**src/rtl/wdt_pkg.sv**
```systemverilog
package wdt_pkg;
  typedef enum logic [1:0] {
    REG_KICK = 2'd0,
    REG_GO   = 2'd1,
    REG_CFG  = 2'd2,
    REG_SYS  = 2'd3
  } wdt_reg_e;

  localparam logic [7:0] KICK_ARM  = 8'h00;
  localparam logic [7:0] KICK_FIRE = 8'hFF;

  typedef struct packed {
    logic prot;
    logic slow;
  } wdt_cfg_t;
endpackage

```
**src/rtl/wdt_prescaler.sv**
```systemverilog
module wdt_prescaler #(
  parameter int LO_LOG2 = 4,
  parameter int HI_LOG2 = 7
) (
  input  logic clk,
  input  logic rst_n,
  input  logic clr,
  input  logic adv,
  input  logic sel_slow,
  output logic tick
);
  logic [HI_LOG2-1:0] pcnt;
  logic               wrap_lo;
  logic               wrap_hi;

  always_ff @(posedge clk) begin
    if (!rst_n)   pcnt <= '0;
    else if (clr) pcnt <= '0;
    else if (adv) pcnt <= pcnt + 1'b1;
  end

  assign wrap_lo = &pcnt[LO_LOG2-1:0];
  assign wrap_hi = &pcnt;
  assign tick    = adv && !clr && (sel_slow ? wrap_hi : wrap_lo);
endmodule

```
**src/rtl/wdt_kick_seq.sv**
```systemverilog
module wdt_kick_seq
  import wdt_pkg::*;
(
  input  logic       clk,
  input  logic       rst_n,
  input  logic       wr,
  input  logic [7:0] wdata,
  output logic       reload
);
  logic armed;

  assign reload = wr && armed && (wdata == KICK_FIRE);

  always_ff @(posedge clk) begin
    if (!rst_n)  armed <= 1'b0;
    else if (wr) armed <= (wdata == KICK_ARM);
  end
endmodule

```
**src/rtl/wdt_downcnt.sv**
```systemverilog
module wdt_downcnt #(
  parameter int CNT_W = 15
) (
  input  logic             clk,
  input  logic             rst_n,
  input  logic             load,
  input  logic             tick,
  input  logic [CNT_W-1:0] reload_val,
  output logic [CNT_W-1:0] cnt,
  output logic             underflow
);
  localparam logic [CNT_W-1:0] RST_VAL = '1;

  assign underflow = tick && !load && (cnt == '0);

  always_ff @(posedge clk) begin
    if (!rst_n)         cnt <= RST_VAL;
    else if (load)      cnt <= reload_val;
    else if (underflow) cnt <= reload_val;
    else if (tick)      cnt <= cnt - 1'b1;
  end
endmodule

```
**src/rtl/runaway_watchdog.sv**
```systemverilog
module runaway_watchdog
  import wdt_pkg::*;
#(
  parameter int CNT_W       = 15,
  parameter int PROT_RELOAD = 4095,
  parameter int LO_LOG2     = 4,
  parameter int HI_LOG2     = 7
) (
  input  logic             clk,
  input  logic             rst_n,
  input  logic             cpu_clk_en,
  input  logic             lsosc_en,
  input  logic             stop_mode,
  input  logic             wait_mode,
  input  logic             auto_start,
  input  logic             bus_we,
  input  logic [1:0]       bus_addr,
  input  logic [7:0]       bus_wdata,
  output logic [CNT_W-1:0] bus_rdata,
  input  logic             irq_ack,
  output logic             wdt_irq,
  output logic             wdt_rst
);
  localparam logic [CNT_W-1:0] FULL_VAL = '1;
  localparam logic [CNT_W-1:0] PROT_VAL = CNT_W'(PROT_RELOAD);

  wdt_reg_e         sel_reg;
  wdt_cfg_t         cfg_q;
  logic             started_q;
  logic             rst_sel_q;
  logic             irq_q;
  logic             rst_q;
  logic             prot_on;
  logic             wr_kick, wr_go, wr_cfg, wr_sys;
  logic             run, adv, pre_tick, tick, kick_reload, uflow;
  logic [CNT_W-1:0] reload_val;
  logic [CNT_W-1:0] cnt_q;

  assign sel_reg = wdt_reg_e'(bus_addr);
  assign wr_kick = bus_we && (sel_reg == REG_KICK);
  assign wr_go   = bus_we && (sel_reg == REG_GO);
  assign wr_cfg  = bus_we && (sel_reg == REG_CFG);
  assign wr_sys  = bus_we && (sel_reg == REG_SYS);
  assign prot_on = cfg_q.prot;

  // Count gating: protection ignores the low-power states
  assign run        = (started_q || auto_start) && (prot_on || !(stop_mode || wait_mode));
  assign adv        = run && !prot_on && cpu_clk_en;
  assign tick       = prot_on ? (run && lsosc_en) : pre_tick;
  assign reload_val = prot_on ? PROT_VAL : FULL_VAL;

  wdt_prescaler #(.LO_LOG2(LO_LOG2), .HI_LOG2(HI_LOG2)) u_pre (
    .clk(clk), .rst_n(rst_n), .clr(kick_reload), .adv(adv),
    .sel_slow(cfg_q.slow), .tick(pre_tick)
  );

  wdt_kick_seq u_kick (
    .clk(clk), .rst_n(rst_n), .wr(wr_kick), .wdata(bus_wdata),
    .reload(kick_reload)
  );

  wdt_downcnt #(.CNT_W(CNT_W)) u_cnt (
    .clk(clk), .rst_n(rst_n), .load(kick_reload), .tick(tick),
    .reload_val(reload_val), .cnt(cnt_q), .underflow(uflow)
  );

  always_ff @(posedge clk) begin
    if (!rst_n) begin
      started_q <= 1'b0;
      cfg_q     <= '0;
      rst_sel_q <= 1'b0;
    end else begin
      if (wr_go) started_q <= 1'b1;
      if (wr_cfg && !prot_on) cfg_q <= wdt_cfg_t'(bus_wdata[1:0]);
      if (wr_sys) rst_sel_q <= bus_wdata[0];
    end
  end

  always_ff @(posedge clk) begin
    if (!rst_n) begin
      irq_q <= 1'b0;
      rst_q <= 1'b0;
    end else begin
      rst_q <= uflow && (prot_on || rst_sel_q);
      if (uflow && !prot_on && !rst_sel_q) irq_q <= 1'b1;
      else if (irq_ack)                    irq_q <= 1'b0;
    end
  end

  always_comb begin
    bus_rdata = '0;
    unique case (sel_reg)
      REG_KICK: bus_rdata = cnt_q;
      REG_CFG:  bus_rdata[1:0] = cfg_q;
      REG_SYS:  bus_rdata[0] = rst_sel_q;
      default:  bus_rdata = '0;
    endcase
  end

  assign wdt_irq = irq_q;
  assign wdt_rst = rst_q;
endmodule


```
**config.mk**
```make
export PLATFORM = sky130hd
export DESIGN_NAME = runaway_watchdog
export DESIGN_NICKNAME = d
export VERILOG_FILES = /design/src/rtl/wdt_pkg.sv /design/src/rtl/wdt_prescaler.sv /design/src/rtl/wdt_kick_seq.sv /design/src/rtl/wdt_downcnt.sv /design/src/rtl/runaway_watchdog.sv
export SDC_FILE = /design/constraint.sdc
export NUM_CORES = 1
export LEC_CHECK = 0
export ABC_AREA = 1
export BUFFER_PORTS_ARGS = -buffer_cell sky130_fd_sc_hd__buf_4
export CAP_MARGIN = 20
export CORE_MARGIN = 2
export CORE_UTILIZATION = 50
export CTS_CLUSTER_SIZE = 14
export DETAILED_ROUTE_END_ITERATION = 6
export GPL_TIMING_DRIVEN = 0
export PLACE_DENSITY = 0.75
export SYNTH_ARGS = -nofsm -noshare
export SYNTH_HDL_FRONTEND = slang
export SYNTH_HIERARCHICAL = 1
export SYNTH_SLANG_ARGS = --single-unit
```
**constraint.sdc**
```tcl
create_clock -name clk -period 2.2 [get_ports clk]
set_input_delay 0.33 -clock clk [delete_from_list [all_inputs] [get_ports clk]]
set_output_delay 0.33 -clock clk [all_outputs]
set_load 0.03 [all_outputs]
```
==> report_table.html <==
<table>
<tr><th>Metric</th><th>Value</th></tr>
<tr><th colspan="2">Worst setup path</th></tr>
<tr><td>Crit path arrival time</td><td>2220 ps</td></tr>
<tr><td>Biggest cell delay along the critical path</td><td>360 ps</td></tr>
<tr><td>Cells traversed along the worst timing path</td><td>inv_2 &gt; o21ai_0 &gt; nand3_1 &gt; nor2_4 &gt; nand4_1 &gt; a21oi_2 &gt; nand2_1 &gt; nand2_2 &gt; nand2_1 &gt; nor2_2 &gt; nand3_4 &gt; nand2_8 &gt; buf_8 &gt; nand2_1 &gt; nand3_1 &gt; nand2_1</td></tr>
<tr><td>Worst setup path category</td><td>reg -&gt; reg</td></tr>
<tr><td>Required time at the endpoint of the critical path</td><td>2390 ps</td></tr>
<tr><td>Most frequent cell on the critical path</td><td>nand2_1</td></tr>
<tr><td>Gate family responsible for the most delay along the worst path</td><td>simple AND/OR/NAND/NOR gates</td></tr>
<tr><td>Nature of the critical path startpoint</td><td>register</td></tr>
<tr><td>Kind of capture point of the worst setup path</td><td>register</td></tr>
<tr><td>Critical Path Slowest Stage Cell</td><td>dfxtp_4</td></tr>
<tr><td>Largest fanout on the critical path</td><td>7</td></tr>
<tr><td>Combined buffer and inverter count along the critical path</td><td>2</td></tr>
<tr><th colspan="2">Clocking</th></tr>
<tr><td>Number of H-tree levels</td><td>2</td></tr>
<tr><td>CTS tree</td><td>built</td></tr>
<tr><td>CTS clk-pin slew, worst paths</td><td>70 ps</td></tr>
<tr><td>TritonCTS Buffers</td><td>5</td></tr>
<tr><td>Root Driver</td><td>clkbuf_8</td></tr>
<tr><td>Buffer levels on the longest clock path</td><td>2</td></tr>
<tr><td>Total number of clock tree sinks</td><td>29</td></tr>
<tr><td>Clock latency at the later pin of the worst-skew pair</td><td>290 ps</td></tr>
<tr><td>Hold_buf cts</td><td>0</td></tr>
<tr><th colspan="2">GRT</th></tr>
<tr><td>Number of global-route vias before repair</td><td>1873</td></tr>
<tr><td>Global-route wire length before repair</td><td>8140 µm</td></tr>
<tr><td>GRT Resource Usage Total</td><td>0.233</td></tr>
<tr><td>Antenna violations before repair</td><td>0</td></tr>
<tr><td>GR Overflow Total</td><td>0</td></tr>
<tr><td>Pin count of the biggest net entering global routing</td><td>11</td></tr>
<tr><th colspan="2">Cells and area</th></tr>
<tr><td>Inserted Diodes</td><td>0</td></tr>
<tr><td>Fin nets</td><td>429</td></tr>
<tr><td>Layout-stage area growth over the synthesis result</td><td>31.6%</td></tr>
<tr><td>Max reg flops</td><td>15</td></tr>
<tr><td>Share of post-route cells with drive strength above 1</td><td>0.233</td></tr>
<tr><td>Largest registers</td><td>u_cnt/cnt: 15 flops, u_pre/pcnt: 7 flops</td></tr>
<tr><td>Register with the highest flop count</td><td>u_cnt/cnt</td></tr>
<tr><th colspan="2">Timing</th></tr>
<tr><td>Maximum operating frequency</td><td>491 MHz</td></tr>
<tr><td>Final setup viols</td><td>0</td></tr>
<tr><td>Tmin final</td><td>2040 ps</td></tr>
<tr><td>Final Worst Setup Slack</td><td>164 ps</td></tr>
<tr><td>Sum Neg Setup Slack</td><td>0 ps</td></tr>
<tr><td>Share of the clock period used by the worst path</td><td>0.926</td></tr>
<tr><td>Actual transition at the worst max-transition pin</td><td>543 ps</td></tr>
<tr><td>Headroom to the max-slew limit</td><td>0.638</td></tr>
<tr><td>Final clock skew</td><td>4.23 ps</td></tr>
<tr><td>Fin. Hold Viols</td><td>0</td></tr>
<tr><td>Total count of max-transition violations in the final report</td><td>0</td></tr>
<tr><th colspan="2">Drt</th></tr>
<tr><td>DRC Markers</td><td>0</td></tr>
<tr><td>Detailed-route wire length</td><td>5160 µm</td></tr>
<tr><td>Post-DR vias/cell</td><td>4.88</td></tr>
<tr><td>Number of vias in the routed layout</td><td>2237</td></tr>
<tr><td>Pre-Repair DR Iteration Count</td><td>5</td></tr>
<tr><td>Number of DRC markers in iteration 0</td><td>119</td></tr>
<tr><td>Wire length per cell</td><td>11.3 µm</td></tr>
<tr><td>Number of nets still failing antenna checks after routing</td><td>0</td></tr>
<tr><th colspan="2">Synth</th></tr>
<tr><td>Number of register bits inferred by synthesis</td><td>29</td></tr>
<tr><td>Portion of synthesized cell area occupied by the leading cell type</td><td>0.284</td></tr>
<tr><td>Main flop type after synthesis</td><td>dfxtp_1</td></tr>
<tr><td>Asr flop ratio synth</td><td>0</td></tr>
<tr><td>Average footprint of a synthesized cell</td><td>5.96 µm²</td></tr>
<tr><td>Most frequent cells after synthesis</td><td>88 x nand2_1, 56 x nor2_1, 55 x inv_1</td></tr>
<tr><td>Syn. warnings</td><td>6</td></tr>
<tr><td>Largest area contributor in the synthesized netlist</td><td>dfxtp_1</td></tr>
<tr><td>Cells after Synth</td><td>343</td></tr>
<tr><td>Most frequent cell after synthesis</td><td>nand2_1</td></tr>
<tr><td>Top cells by area, synth</td><td>dfxtp_1 28%, nand2_1 16%, nor2_1 10%</td></tr>
<tr><td>Library cells used by synthesis</td><td>31</td></tr>
<tr><td>Fraction of the yosys area taken by sequential cells</td><td>0.284</td></tr>
<tr><td>Synthesized cell area</td><td>2050 µm²</td></tr>
<tr><td>EDFF count, synth</td><td>0</td></tr>
<tr><th colspan="2">Power and ir drop</th></tr>
<tr><td>Power share of the sequential group</td><td>0.389</td></tr>
<tr><td>Switching Power</td><td>0.000343 W</td></tr>
<tr><td>Worst voltage drop across the vdd grid</td><td>0.372 mV</td></tr>
<tr><td>Ratio of total power to cell area</td><td>520 nW/µm²</td></tr>
<tr><td>Net switching share of the total power</td><td>0.245</td></tr>
<tr><td>Int Power</td><td>0.00106 W</td></tr>
<tr><td>Combinational group share of total power</td><td>0.129</td></tr>
<tr><td>Total Power</td><td>0.00140 W</td></tr>
<tr><td>Share of total power in the clock network</td><td>0.482</td></tr>
<tr><td>Standby leakage power</td><td>1.47 nW</td></tr>
<tr><th colspan="2">Floorplanning</th></tr>
<tr><td>Area enclosed by the die boundary</td><td>4620 µm²</td></tr>
<tr><td>Initial core utilization</td><td>0.515</td></tr>
<tr><td>Num ports</td><td>36</td></tr>
<tr><td>Placement row count</td><td>23</td></tr>
<tr><td>Chip Width</td><td>68.0 µm</td></tr>
<tr><td>Die height</td><td>68.0 µm</td></tr>
<tr><td>Area of the placeable core</td><td>3970 µm²</td></tr>
<tr><th colspan="2">Placed design</th></tr>
<tr><td>Routability cong.</td><td>0.871</td></tr>
<tr><td>Input/output buffers</td><td>35</td></tr>
<tr><td>Half-perimeter wire length after placement</td><td>3580 µm</td></tr>
<tr><td>Worst slack after detailed placement</td><td>-721 ps</td></tr>
<tr><th colspan="2">Worst hold path</th></tr>
<tr><td>Class of the tightest hold or removal check</td><td>in -&gt; reg</td></tr>
<tr><th colspan="2">Job</th></tr>
<tr><td>Max capacitance violation total</td><td>0</td></tr>
<tr><th colspan="2">Run status</th></tr>
<tr><td>Result of the run</td><td>complete, no violations</td></tr>
</table>
path summary, 6_finish.rpt:
path,start,to,slack [ps],cells past startpoint
max,prot_on,u_cnt/cnt[12],160,16
min,irq_ack,wdt_irq,320,3
max reg2reg,prot_on,u_cnt/cnt[12],160,16
min reg2reg,started_q,started_q,450,2
metrics by stage:
stage	hold WS [ps]	utilization	instances	cell area [µm²]
global placement	438	0.608	439	2410
detailed placement	446	0.608	439	2410
finish	320	0.678	458	2690
CTS	318	0.660	451	2620
global route	332	0.678	458	2690
floorplan	424	-	354	2090
logic make-up after synthesis:
kind of cell | share of synthesized area
buffers and inverters | 0.131
xor gates and xnor gates | 0.0214
DFF | 0.284
AOI/OAI and AO/OA | 0.0893
other | 0.00183
and+or+nand+nor | 0.454
adders and majority gates | 0.0184
cells in the final DEF, fill, tap and decap left out, types with 2 or more instances in the layout:
master     netlist  layout
nand4_1          6       6
a21oi_1         21      20
a21oi_2          1       2
nor2_2           5       6
inv_4            0       2
o21ai_0          7       7
dfxtp_1         29      28
nand2_2          5       6
conb_1           1      12
nand3_1         34      34
xor2_1           2       2
ha_1             3       3
bufinv_16        0       2
inv_2            4       5
nand3b_1         2       2
or2_2            2       2
inv_1           55      53
xnor2_1          3       3
clkbuf_8         0       5
buf_4            0      46
o21bai_1         2       2
nand2_1         88      87
nor2_1          56      52
nor2_4           4       7
clkinv_2         1       2
tightest hold or removal path, stage by stage:
cell and delay (ps):
buf_4 80, nand3b_1 90, o31ai_1 60
metal layers:
metal | vias to the layer above | GRT usage | share of wire
met5 | - | 0 | 0
met4 | 0 | 0.0675 | 0.0095
met3 | 6 | 0.0493 | 0.047
met2 | 48 | 0.391 | 0.49
met1 | 1010 | 0.301 | 0.46
li1 | 1173 | - | -
layout make-up:
class	count	area (µm²)
Multi-Input combinational cell	259	1290
Fill cell	374	1280
Sequential cell	29	584
Timing Repair Buffer	46	345
Inverter	61	235
Clock buffer	5	68.8
Clock inverter	3	65.1
Tap cell	50	62.6
Buffer	5	42.5
power by group through the flow:
stage	sequential (W)	clock [W]	combinational, W
2_1_floorplan	0.000555	0	0.000101
3_3_place_gp	0.000558	0	0.000168
3_5_place_dp	0.000558	0	0.000170
4_1_cts	0.000545	0.000683	0.000174
5_1_grt	0.000546	0.000708	0.000198
6_report	0.000545	0.000674	0.000181
what timing repair did:
item / 4_1_cts / 5_1_grt
pin swaps: 2 / 7
gates cloned: 0 / 0
endpoints found under the setup margin: 15 / 15
setup buffers: 4 / 7
gates resized for setup: 13 / 7
Note: power is estimated with default switching activity, not from simulation.
